## src/rtl/flagbank_pkg.sv

```systemverilog
package flagbank_pkg;
  localparam int NUM_CTX = 3;
  localparam int CTX_W   = $clog2(NUM_CTX);

  typedef enum logic [CTX_W-1:0] {
    CTX_NORM = 2'd0,
    CTX_IRQ  = 2'd1,
    CTX_NMI  = 2'd2
  } ctx_e;
endpackage

```

## src/rtl/ctx_tracker.sv

```systemverilog
module ctx_tracker
  import flagbank_pkg::*;
#(
  parameter int NEST_DEPTH = 2
) (
  input  logic             clk,
  input  logic             rst,
  input  logic             irq_enter,
  input  logic             nmi_enter,
  input  logic             irq_return,
  output logic [CTX_W-1:0] ctx_q,
  output logic [CTX_W-1:0] ctx_nxt
);
  logic [CTX_W-1:0] rec_ctx [NEST_DEPTH];
  logic [NEST_DEPTH-1:0] rec_vld;
  logic push, pop;

  assign push = irq_enter | nmi_enter;
  assign pop  = irq_return & ~push & (ctx_q != CTX_NORM);

  always_comb begin
    ctx_nxt = ctx_q;
    if (nmi_enter)      ctx_nxt = CTX_NMI;
    else if (irq_enter) ctx_nxt = CTX_IRQ;
    else if (pop)       ctx_nxt = rec_vld[0] ? rec_ctx[0] : CTX_NORM;
  end

  always_ff @(posedge clk) begin
    if (rst) ctx_q <= CTX_NMI;
    else     ctx_q <= ctx_nxt;
  end

  // return record: entry 0 is the newest
  generate
    for (genvar i = 0; i < NEST_DEPTH; i++) begin : g_rec
      always_ff @(posedge clk) begin
        if (rst) begin
          rec_ctx[i] <= CTX_NORM;
          rec_vld[i] <= 1'b0;
        end else if (push) begin
          if (i == 0) begin
            rec_ctx[i] <= ctx_q;
            rec_vld[i] <= 1'b1;
          end else begin
            rec_ctx[i] <= rec_ctx[(i == 0) ? 0 : i-1];
            rec_vld[i] <= rec_vld[(i == 0) ? 0 : i-1];
          end
        end else if (pop) begin
          if (i == NEST_DEPTH-1) begin
            rec_vld[i] <= 1'b0;
          end else begin
            rec_ctx[i] <= rec_ctx[(i == NEST_DEPTH-1) ? i : i+1];
            rec_vld[i] <= rec_vld[(i == NEST_DEPTH-1) ? i : i+1];
          end
        end
      end
    end
  endgenerate

  p_irq_entry_r2: assert property (@(posedge clk) disable iff (rst)
    (irq_enter && !nmi_enter) |=> (ctx_q == CTX_IRQ));
  p_nmi_entry_r3: assert property (@(posedge clk) disable iff (rst)
    nmi_enter |=> (ctx_q == CTX_NMI));
  p_norm_return_r8: assert property (@(posedge clk) disable iff (rst)
    (irq_return && !push && ctx_q == CTX_NORM) |=> (ctx_q == CTX_NORM));
  p_empty_return_r9: assert property (@(posedge clk) disable iff (rst)
    (irq_return && !push && !rec_vld[0]) |=> (ctx_q == CTX_NORM));
  p_ctx_legal_r1: assert property (@(posedge clk) disable iff (rst)
    1'b1 |=> (ctx_q != 2'd3));
endmodule

```

## src/rtl/flag_bank.sv

```systemverilog
module flag_bank
  import flagbank_pkg::*;
#(
  parameter int CTX_ID = 0
) (
  input  logic             clk,
  input  logic             rst,
  input  logic [CTX_W-1:0] active,
  input  logic             c_we,
  input  logic             z_we,
  input  logic             c_in,
  input  logic             z_in,
  output logic             c_q,
  output logic             z_q,
  output logic             c_nxt,
  output logic             z_nxt
);
  logic mine;
  assign mine  = (active == CTX_W'(CTX_ID));
  assign c_nxt = (mine && c_we) ? c_in : c_q;
  assign z_nxt = (mine && z_we) ? z_in : z_q;

  always_ff @(posedge clk) begin
    if (rst) begin
      c_q <= 1'b0;
      z_q <= 1'b0;
    end else begin
      c_q <= c_nxt;
      z_q <= z_nxt;
    end
  end

  p_bank_hold_r5: assert property (@(posedge clk) disable iff (rst)
    (active != CTX_W'(CTX_ID)) |=> ($stable(c_q) && $stable(z_q)));
endmodule

```

## src/rtl/ctx_flag_bank.sv

```systemverilog
module ctx_flag_bank
  import flagbank_pkg::*;
#(
  parameter int NEST_DEPTH = 2
) (
  input  logic             clk,
  input  logic             rst,
  input  logic             flag_c_we,
  input  logic             flag_z_we,
  input  logic             flag_c_in,
  input  logic             flag_z_in,
  input  logic             irq_enter,
  input  logic             nmi_enter,
  input  logic             irq_return,
  output logic             carry_o,
  output logic             zero_o,
  output logic [CTX_W-1:0] ctx_o
);
  logic [CTX_W-1:0] ctx_q, ctx_nxt;
  logic [NUM_CTX-1:0] bc_q, bz_q, bc_nxt, bz_nxt;
  logic sel_c, sel_z;

  ctx_tracker #(.NEST_DEPTH(NEST_DEPTH)) u_trk (
    .clk(clk), .rst(rst), .irq_enter(irq_enter), .nmi_enter(nmi_enter),
    .irq_return(irq_return), .ctx_q(ctx_q), .ctx_nxt(ctx_nxt)
  );

  generate
    for (genvar b = 0; b < NUM_CTX; b++) begin : g_bank
      flag_bank #(.CTX_ID(b)) u_bank (
        .clk(clk), .rst(rst), .active(ctx_q),
        .c_we(flag_c_we), .z_we(flag_z_we),
        .c_in(flag_c_in), .z_in(flag_z_in),
        .c_q(bc_q[b]), .z_q(bz_q[b]),
        .c_nxt(bc_nxt[b]), .z_nxt(bz_nxt[b])
      );
    end
  endgenerate

  always_comb begin
    sel_c = 1'b0;
    sel_z = 1'b0;
    for (int i = 0; i < NUM_CTX; i++) begin
      if (ctx_nxt == CTX_W'(i)) begin
        sel_c = bc_nxt[i];
        sel_z = bz_nxt[i];
      end
    end
  end

  always_ff @(posedge clk) begin
    if (rst) begin
      carry_o <= 1'b0;
      zero_o  <= 1'b0;
    end else begin
      carry_o <= sel_c;
      zero_o  <= sel_z;
    end
  end

  assign ctx_o = ctx_q;

  p_out_shows_active_r12: assert property (@(posedge clk) disable iff (rst)
    1'b1 |=> (carry_o == bc_q[ctx_q] && zero_o == bz_q[ctx_q]));
  p_carry_load_r7: assert property (@(posedge clk) disable iff (rst)
    (flag_c_we && !irq_enter && !nmi_enter && !irq_return)
      |=> (carry_o == $past(flag_c_in)));
  p_zero_untouched_r7: assert property (@(posedge clk) disable iff (rst)
    (!flag_z_we && !irq_enter && !nmi_enter && !irq_return) |=> $stable(zero_o));
  p_nmi_wins_r10: assert property (@(posedge clk) disable iff (rst)
    (nmi_enter && irq_enter) |=> (ctx_o == CTX_NMI));
endmodule

```

## config.mk

```make
export PLATFORM = sky130hd
export DESIGN_NAME = ctx_flag_bank
export DESIGN_NICKNAME = d
export VERILOG_FILES = /design/src/rtl/flagbank_pkg.sv /design/src/rtl/ctx_tracker.sv /design/src/rtl/flag_bank.sv /design/src/rtl/ctx_flag_bank.sv
export SDC_FILE = /design/constraint.sdc
export NUM_CORES = 1
export LEC_CHECK = 0
export BUFFER_PORTS_ARGS = -buffer_cell sky130_fd_sc_hd__buf_2
export CAP_MARGIN = 20
export CORE_MARGIN = 3
export CORE_UTILIZATION = 52
export CTS_CLUSTER_SIZE = 16
export DETAILED_ROUTE_END_ITERATION = 6
export PLACE_DENSITY_LB_ADDON = 0.3
export SLEW_MARGIN = 30
export SYNTH_ARGS = -nofsm -noshare
export SYNTH_HDL_FRONTEND = slang
export SYNTH_SLANG_ARGS = --single-unit
```

## constraint.sdc

```tcl
create_clock -name clk -period 1.5 [get_ports clk]
set_clock_uncertainty 0.1 [all_clocks]
set_input_delay 0.15 -clock clk [delete_from_list [all_inputs] [get_ports clk]]
set_output_delay 0.15 -clock clk [all_outputs]
set_load 0.02 [all_outputs]
```

==> impl_metrics.csv, run 1 <==
group,metric,value,unit
final_layout,multi_input_area,389,um^2
final_layout,regArea,368,um^2
drt,drt_iter0_markers,16,
final_layout,syn2layout_area_growth,23.8,%
global_route,grt_overflow,0,
clocking,cts-root-buf,"clkbuf_4",
clocking,numCtsBuffers,3,
power,p_sw,0.000237,W
drt,vias,669,
final_layout,final_cells,113,
clocking,tritoncts,"done",
yosys,yosys.cell_types.count,30,
worst_setup_path,cp-start-kind,"flop",
yosys,synth.area.top_cells,"dfxtp_1, edfxtp_1, mux2i_1",
outcome,status,"completed",
power,leakage,0.397,nW
floorplanning,die_w,44.4,um
worst_setup_path,crit_path_max_incr_delay,390,ps
power,powerDensity,973,nW/um^2
clocking,hold_buffers,0,
sta,fmax,673,MHz
global_route,grt_antenna_before_repair,0,
final_layout,drive_above_1_share,0.367,
global_route,grt_pass1_wl,2690,um
worst_setup_path,path_class,"flop to flop",
final_layout,nets,108,
yosys,synthCells,77,
global_route,grt_use_total,0.186,
flow_run,cap_violations,0,
drt,firstDrtPassIters,4,
clocking,clk_latency,280,ps
floorplanning,io_pins,13,
power,switching_share,0.256,
worst_setup_path,endpoint_kind,"flop",
final_layout,fill_cells,108,
sta,setup_viol,0,
yosys,yosys_warnings,0,
sta,relSlewSlack,0.744,
drt,routedWlPerCell,15.3,um
worst_setup_path,crit_chain,"buf_4 -> a21oi_2 -> a211oi_2 -> nor3_1 -> o221a_1",
floorplanning,core_area,1350,um^2
sta,worst_slew_pin_slew,383,ps
power,power_frac_clock,0.305,
yosys,yosysTopAreaCellShare,0.313,
sta,fin_crit,1490,ps
floorplanning,initial_core_util,0.569,
clocking,cts.clk_slew.worst_paths,100,ps
yosys,netlist_area,768,um^2
final_layout,antennaDiodeCount,0,
placed_design,port-buffer-count,12,
placed_design,dp_hpwl,1170,um
final_layout,fin_util,0.704,
drt,drt_drc_violations_left,0,
worst_setup_path,crit_required,1580,ps
clocking,clockBufferDepth,2,
global_route,grt_max_degree,19,
placed_design,gp_congestion,0.770,
power,intPower,0.000689,W
global_route,grt_pass1_vias,587,
sta,fin_crit_sh,0.991,
sta,timing.hold.ws,68.4,ps
yosys,seq_area_frac_synth,0.469,
final_layout,final_cell_mix,"buf_2, dfxtp_1, nor2_1, mux2i_1, buf_4",
clocking,clock-sinks,16,
floorplanning,num_rows,13,
worst_setup_path,cpMaxStageDelayCell,"dfxtp_4",
drt,viasPerCell,5.92,
power,seq_power_share,0.521,
sta,hold_viol,0,
drt,routed_wl,1730,um
sta,rsz0062_at_grt,"yes",
power,vdd_drop_max,0.000650,V
placed_design,place_inst,105,
drt,postRouteAntennaNets,0,
yosys,ys_seq_elements,16,
yosys,syn_nets,86,
yosys,syn_area_per_cell,9.98,um^2
placed_design,dpl_worst_slack,-38.2,ps
floorplanning,die_area,1970,um^2
sta,slew_viol_final,0,
final_layout,final_common_cell,"buf_2",
floorplanning,die_h,44.4,um
worst_setup_path,cp_max_fo,6,
sta,layout_setup_ws,13.2,ps
clocking,cts_max_level,1,
power,power_frac_comb,0.174,
worst_setup_path,arrival,1560,ps
yosys,synth_area_leader_cell,"dfxtp_1",
worst_hold_path,hp-class,"input pin to flop",
-- flip-flops by register name (all words and copies together) (netlist names) --
signal             count
g_bank.u_bank.z_q      3
u_trk.ctx_q            2
u_trk.rec_vld          2
carry_o                1
zero_o                 1
g_bank.u_bank.c_q      3
u_trk.rec_ctx          4
-- Yosys cell counts --
cell	number
edfxtp_1	4
a21oi_1	6
a311oi_1	1
or3_2	1
nand2_1	5
a211oi_2	1
nor2_1	8
buf_1	1
a31oi_1	1
or2_2	1
and3_2	1
nor3b_2	2
nand3b_1	5
a21oi_2	1
or2_1	1
nand3_1	2
mux2i_1	7
nor3b_1	2
o22ai_1	2
o21ai_0	2
or3_1	1
nor2b_1	1
buf_6	1
dfxtp_1	12
o21a_2	1
inv_1	1
o221a_1	2
nor3_1	2
buf_4	1
buf_2	1
-- timing repair --
item / CTS / global route
setup buffers: 0 / 4
setup endpoints to repair: 4 / 2
cloned: 0 / 0
pin swaps: 0 / 3
resized for setup: 1 / 9
-- final cells by class --
type,instances,share of cell area
clock buffer,4,0.0382
tap,15,0.0197
timing repair buffer,21,0.142
multi-input combinational,56,0.409
inverter,1,0.00395
sequential,16,0.387
-- worst max-delay path: cells and delay by family (launching register included) --
family,cells,cell delay [ps]
flip-flops,1,390
AO/OA/AOI/OAI,3,640
AND/OR/NAND/NOR,1,100
buffers and inverters,1,150
-- power groups by stage --
| stage | logic (W) | clock network (W) | registers [W] |
|---|---|---|---|
| 3_3_place_gp | 0.000134 | 0 | 0.000495 |
| 2_1_floorplan | 0.0000829 | 0 | 0.000500 |
| 3_5_place_dp | 0.000138 | 0 | 0.000496 |
| 5_1_grt | 0.000176 | 0.000308 | 0.000485 |
| 6_report | 0.000161 | 0.000282 | 0.000483 |
| 4_1_cts | 0.000139 | 0.000287 | 0.000487 |
-- routing by layer --
| metal | GRT usage | routed length (um) | up-vias |
|---|---|---|---|
| li1 | - | - | 327 |
| met2 | 0.265 | 795 | 36 |
| met3 | 0.0244 | 145 | 4 |
| met1 | 0.268 | 759 | 302 |
| met5 | 0 | 0 | - |
| met4 | 0.108 | 29 | 0 |
-- worst paths after layout --
kind / start / to / slack [ps] / cells past startpoint
worst max-delay path: u_trk.ctx_q[1]$_SDFF_PP1_ / carry_o$_SDFF_PP0_ / 10 / 5
worst max register to register: u_trk.ctx_q[1]$_SDFF_PP1_ / carry_o$_SDFF_PP0_ / 10 / 5
worst min-delay path: flag_z_in / g_bank[1].u_bank.z_q$_SDFF_PP0_ / 70 / 3
worst min register to register: u_trk.rec_vld[1]$_SDFFE_PP0P_ / u_trk.rec_vld[1]$_SDFFE_PP0P_ / 400 / 2
-- per-stage QoR --
| stage | TNS [ps] | cell area, um^2 | power [W] |
|---|---|---|---|
| floorplan | 0 | 769 | 0.000583 |
| global placement | 0 | 858 | 0.000630 |
| detailed placement | -75.1 | 858 | 0.000634 |
| CTS | 0 | 896 | 0.000912 |
| global route | -101 | 951 | 0.000969 |
| finish | 0 | 951 | 0.000926 |
-- cells by family after synthesis --
logic type	count (synthesis)	share of synthesized area
simple gates	32	0.243
flops	16	0.469
mux	7	0.0912
compound gates	17	0.156
buf+inv	5	0.0407
Note: power is estimated with default switching activity, not from simulation.
==> run 2: changes to the inputs <==
CORE_UTILIZATION = 25   (was 52)
==> impl_metrics.csv, run 2 (synthesized netlist as in run 1, its figures left out) <==
group,metric,value,unit
sta,fin_crit_sh,0.951,
final_layout,drive_above_1_share,0.381,
worst_hold_path,min_from,"nmi_enter",
worst_setup_path,path_delay_family,"flip-flops",
power,seq_power_share,0.526,
power,power_frac_comb,0.163,
worst_setup_path,regToRegStartpoint,"u_trk.ctx_q[0]$_SDFF_PP0_",
drt,routed_wl,1780,um
worst_hold_path,hold_depth,2,
power,vdd_drop_max,0.000379,V
global_route,grt_use_total,0.106,
power,leakage,0.385,nW
clocking,cts.clk_slew.worst_paths,100,ps
sta,hold_viol,0,
final_layout,antennaDiodeCount,0,
outcome,status,"completed",
worst_setup_path,crit_chain,"buf_4 -> nand3b_1 -> mux2i_2 -> nor3_1 -> o221a_1",
final_layout,multi_input_area,400,um^2
sta,layout_setup_ws,73.8,ps
final_layout,final_common_cell,"buf_2",
drt,drt_drc_violations_left,0,
floorplanning,die_h,61.4,um
floorplanning,num_rows,19,
clocking,tritoncts,"done",
final_layout,final_cell_mix,"buf_2, dfxtp_1, nor2_1, buf_4",
drt,vias,643,
global_route,grt_max_degree,19,
placed_design,place_inst,121,
power,switching_share,0.260,
worst_setup_path,rrSetupSlack,70,ps
worst_setup_path,cp-start-kind,"flop",
sta,fmax,701,MHz
sta,setup_viol,0,
worst_setup_path,cp_max_fo,8,
floorplanning,die_w,61.4,um
sta,timing.hold.ws,44.9,ps
clocking,clock-sinks,16,
floorplanning,die_area,3770,um^2
power,p_sw,0.000241,W
placed_design,dpl_worst_slack,-26.4,ps
power,power_frac_clock,0.311,
worst_setup_path,cp-startpoint,"u_trk.ctx_q[0]$_SDFF_PP0_",
worst_setup_path,crit_required,1590,ps
sta,relSlewSlack,0.757,
final_layout,nets,107,
final_layout,syn2layout_area_growth,26.1,%
flow_run,cap_violations,0,
worst_setup_path,r2r_cells,5,
worst_setup_path,path_class,"flop to flop",
global_route,grt_overflow,0,
global_route,grt_pass1_vias,635,
drt,routedWlPerCell,13.9,um
final_layout,fill_cells,295,
worst_setup_path,endpoint_kind,"flop",
placed_design,dp_hpwl,1270,um
floorplanning,io_pins,13,
worst_hold_path,hp-class,"input pin to flop",
drt,viasPerCell,5.02,
drt,postRouteAntennaNets,0,
floorplanning,core_area,2850,um^2
final_layout,final_cells,128,
global_route,grt_pass1_wl,2940,um
drt,drt_iter0_markers,15,
worst_setup_path,crit_path_max_incr_delay,370,ps
drt,firstDrtPassIters,4,
sta,fin_crit,1430,ps
placed_design,gp_congestion,0.805,
worst_setup_path,arrival,1510,ps
global_route,grt_antenna_before_repair,0,
sta,setup_tns,0,ps
power,powerDensity,956,nW/um^2
clocking,clockBufferDepth,2,
final_layout,regArea,369,um^2
clocking,cts-root-buf,"clkbuf_4",
sta,worst_slew_pin_slew,364,ps
final_layout,largest_reg_flops,4,
sta,slew_viol_final,0,
worst_setup_path,path_depth,5,
clocking,clk_latency,290,ps
clocking,cts_max_level,1,
final_layout,top_register,"u_trk.rec_ctx",
power,intPower,0.000685,W
floorplanning,initial_core_util,0.269,
worst_setup_path,cpMaxStageDelayCell,"dfxtp_4",
placed_design,port-buffer-count,12,
worst_setup_path,crit_buf_inv,1,
final_layout,largest_registers,"u_trk.rec_ctx x4, g_bank.u_bank.c_q x3, g_bank.u_bank.z_q x3",
clocking,hold_buffers,0,
clocking,numCtsBuffers,3,
## run 2: power by group through the flow
stage / Clock (W) / Combinational [W] / Sequential [W]
detailed placement: 0 / 0.000138 / 0.000498
global placement: 0 / 0.000137 / 0.000497
finish: 0.000288 / 0.000151 / 0.000487
floorplan: 0 / 0.0000829 / 0.000500
global route: 0.000329 / 0.000167 / 0.000492
CTS: 0.000309 / 0.000138 / 0.000488
## run 2: path summary, 6_finish.rpt
check | end
hold / removal | u_trk.ctx_q[1]$_SDFF_PP1_
setup reg to reg | carry_o$_SDFF_PP0_
hold reg to reg | u_trk.rec_vld[1]$_SDFFE_PP0P_
setup / recovery | carry_o$_SDFF_PP0_
## run 2: layout make-up
type                            count  share of cell area
Tap cell                           31              0.0401
Sequential cell                    16               0.381
Timing Repair Buffer               20               0.124
Multi-Input combinational cell     56               0.413
Clock buffer                        4              0.0375
Inverter                            1             0.00388
## run 2: stage by stage
step / cell area [um^2] / util / power (W)
floorplan: 769 / - / 0.000583
global placement: 878 / 0.308 / 0.000634
detailed placement: 878 / 0.308 / 0.000636
CTS: 916 / 0.321 / 0.000936
global route: 968 / 0.339 / 0.000988
finish: 968 / 0.339 / 0.000926
## run 2: layer usage
metal,track usage,wire [um],vias up
li1,-,-,320
met1,0.137,792,308
met2,0.166,881,13
met3,0.0398,97,2
met4,0.0273,9,0
met5,0,0,-
## run 2: repair_timing
item | 4_1_cts | 5_1_grt
setup buffers | 0 | 3
pin swaps | 0 | 3
endpoints found under the setup margin | 2 | 2
gates resized for setup | 1 | 9
==> run 3: changes to the inputs <==
==> constraint.sdc (replaced) <==
create_clock -name clk -period 1.5 [get_ports clk]
set_clock_uncertainty 0.1 [all_clocks]
set_input_delay 0.45 -clock clk [delete_from_list [all_inputs] [get_ports clk]]
set_output_delay 0.45 -clock clk [all_outputs]
set_load 0.02 [all_outputs]
==> impl_metrics.csv, run 3 (synthesized netlist as in run 1, its figures left out) <==
group,metric,value,unit
outcome,status,"completed",
sta,layout_setup_ws,49.5,ps
final_layout,antennaDiodeCount,0,
final_layout,fin_util,0.366,
clocking,clk_latency,280,ps
worst_setup_path,path_class,"flop to flop",
clocking,tritoncts,"done",
worst_hold_path,hold_depth,3,
worst_hold_path,hold_end,"g_bank[2].u_bank.z_q$_SDFF_PP0_",
worst_setup_path,reg2reg_to,"zero_o$_SDFF_PP0_",
final_layout,fill_cells,297,
worst_setup_path,rrSetupSlack,50,ps
sta,fmax,689,MHz
global_route,grt_use_total,0.0997,
worst_setup_path,cp_max_fo,7,
clocking,hold_buffers,0,
worst_setup_path,arrival,1510,ps
drt,routedWlPerCell,11.9,um
clocking,numCtsBuffers,3,
worst_setup_path,r2r_cells,4,
floorplanning,die_w,61.4,um
power,leakage,0.441,nW
global_route,grt_pass1_wl,2710,um
final_layout,largest_registers,"u_trk.rec_ctx x4, g_bank.u_bank.c_q x3, g_bank.u_bank.z_q x3",
drt,routed_wl,1660,um
floorplanning,initial_core_util,0.269,
sta,hold_viol,0,
drt,postRouteAntennaNets,0,
floorplanning,io_pins,13,
global_route,grt_antenna_before_repair,0,
sta,slew_viol_final,0,
power,vdd_drop_max,0.000319,V
floorplanning,die_h,61.4,um
worst_hold_path,hp-class,"input pin to flop",
placed_design,port-buffer-count,12,
final_layout,drive_above_1_share,0.417,
drt,drt_iter0_markers,11,
clocking,clockBufferDepth,2,
final_layout,nets,118,
floorplanning,core_area,2850,um^2
worst_setup_path,crit_required,1560,ps
placed_design,dpl_worst_slack,-168,ps
worst_setup_path,cp-start-kind,"flop",
global_route,grt_max_degree,11,
final_layout,final_common_cell,"buf_4",
global_route,grt_overflow,0,
worst_hold_path,min_from,"flag_z_in",
floorplanning,num_rows,19,
sta,fin_crit,1450,ps
drt,viasPerCell,4.75,
final_layout,syn2layout_area_growth,36.0,%
drt,firstDrtPassIters,4,
flow_run,cap_violations,0,
final_layout,largest_reg_flops,4,
sta,fin_crit_sh,0.967,
power,powerDensity,849,nW/um^2
sta,worst_slew_pin_slew,304,ps
drt,drt_drc_violations_left,0,
clocking,cts.clk_slew.worst_paths,90,ps
worst_setup_path,endpoint_kind,"flop",
placed_design,gp_congestion,0.795,
clocking,cts-root-buf,"clkbuf_4",
sta,setup_viol,0,
worst_setup_path,regToRegStartpoint,"u_trk.ctx_q[1]$_SDFF_PP1_",
sta,rsz0062_at_grt,"no",
placed_design,dp_hpwl,1280,um
clocking,cts_max_level,1,
floorplanning,die_area,3770,um^2
final_layout,final_cell_mix,"buf_4, dfxtp_1, buf_2, nor2_1, mux2i_1",
clocking,clock-sinks,16,
sta,relSlewSlack,0.797,
global_route,grt_pass1_vias,634,
drt,vias,660,
sta,timing.hold.ws,376,ps
final_layout,top_register,"u_trk.rec_ctx",
power,p_total,0.000887,W
## run 3: power breakdown
part           leakage, nW  switching, W  internal [W]  total [W]
Sequential           0.145     0.0000155      0.000468   0.000484
Clock               0.0150      0.000123      0.000103   0.000226
Combinational        0.281     0.0000859     0.0000912   0.000177
Total                0.441      0.000224      0.000662   0.000887
## run 3: worst max-delay path: stages, from the launching register on
cell	delay (ps)
dfxtp_4	380
o21a_2	200
a311oi_1	270
o21ai_1	140
o221a_1	250
## run 3: how the worst max path moves through the flow
stage | startpoint | end | cells after the start
floorplan | rst | u_trk.rec_ctx[0][0]$_DFFE_PP_ | 3
global placement | irq_enter | zero_o$_SDFF_PP0_ | 5
detailed placement | irq_return | carry_o$_SDFF_PP0_ | 5
CTS | u_trk.ctx_q[1]$_SDFF_PP1_ | ctx_o[1] | 2
global route | u_trk.ctx_q[1]$_SDFF_PP1_ | zero_o$_SDFF_PP0_ | 5
finish | u_trk.ctx_q[1]$_SDFF_PP1_ | zero_o$_SDFF_PP0_ | 4
## run 3: area by class of cell
class	instances	area, um^2	area share
Multi-Input combinational cell	56	392	0.375
Sequential cell	16	365	0.350
Timing Repair Buffer	31	219	0.210
Tap cell	31	38.8	0.0371
Clock buffer	4	26.3	0.0251
Inverter	1	3.75	0.00359
## run 3: metal layers
layer | vias to the layer above | GRT usage | part of all wire
met5 | - | 0 | 0
met4 | 0 | 0.0485 | 0.016
met3 | 2 | 0.0335 | 0.067
met2 | 16 | 0.156 | 0.48
met1 | 300 | 0.123 | 0.44
li1 | 342 | - | -
## run 3: metrics by stage
step | TNS [ps] | instance area, um^2 | std cells
floorplan | -12.9 | 779 | 77
global placement | -318 | 968 | 132
detailed placement | -389 | 968 | 132
CTS | 0 | 1020 | 138
global route | 0 | 1040 | 139
finish | 0 | 1040 | 139
## run 3: timing repair
item	in CTS	in global routing
buffers inserted	2	2
gates resized for setup	3	6
setup endpoints to repair	3	4
pin swaps	0	4
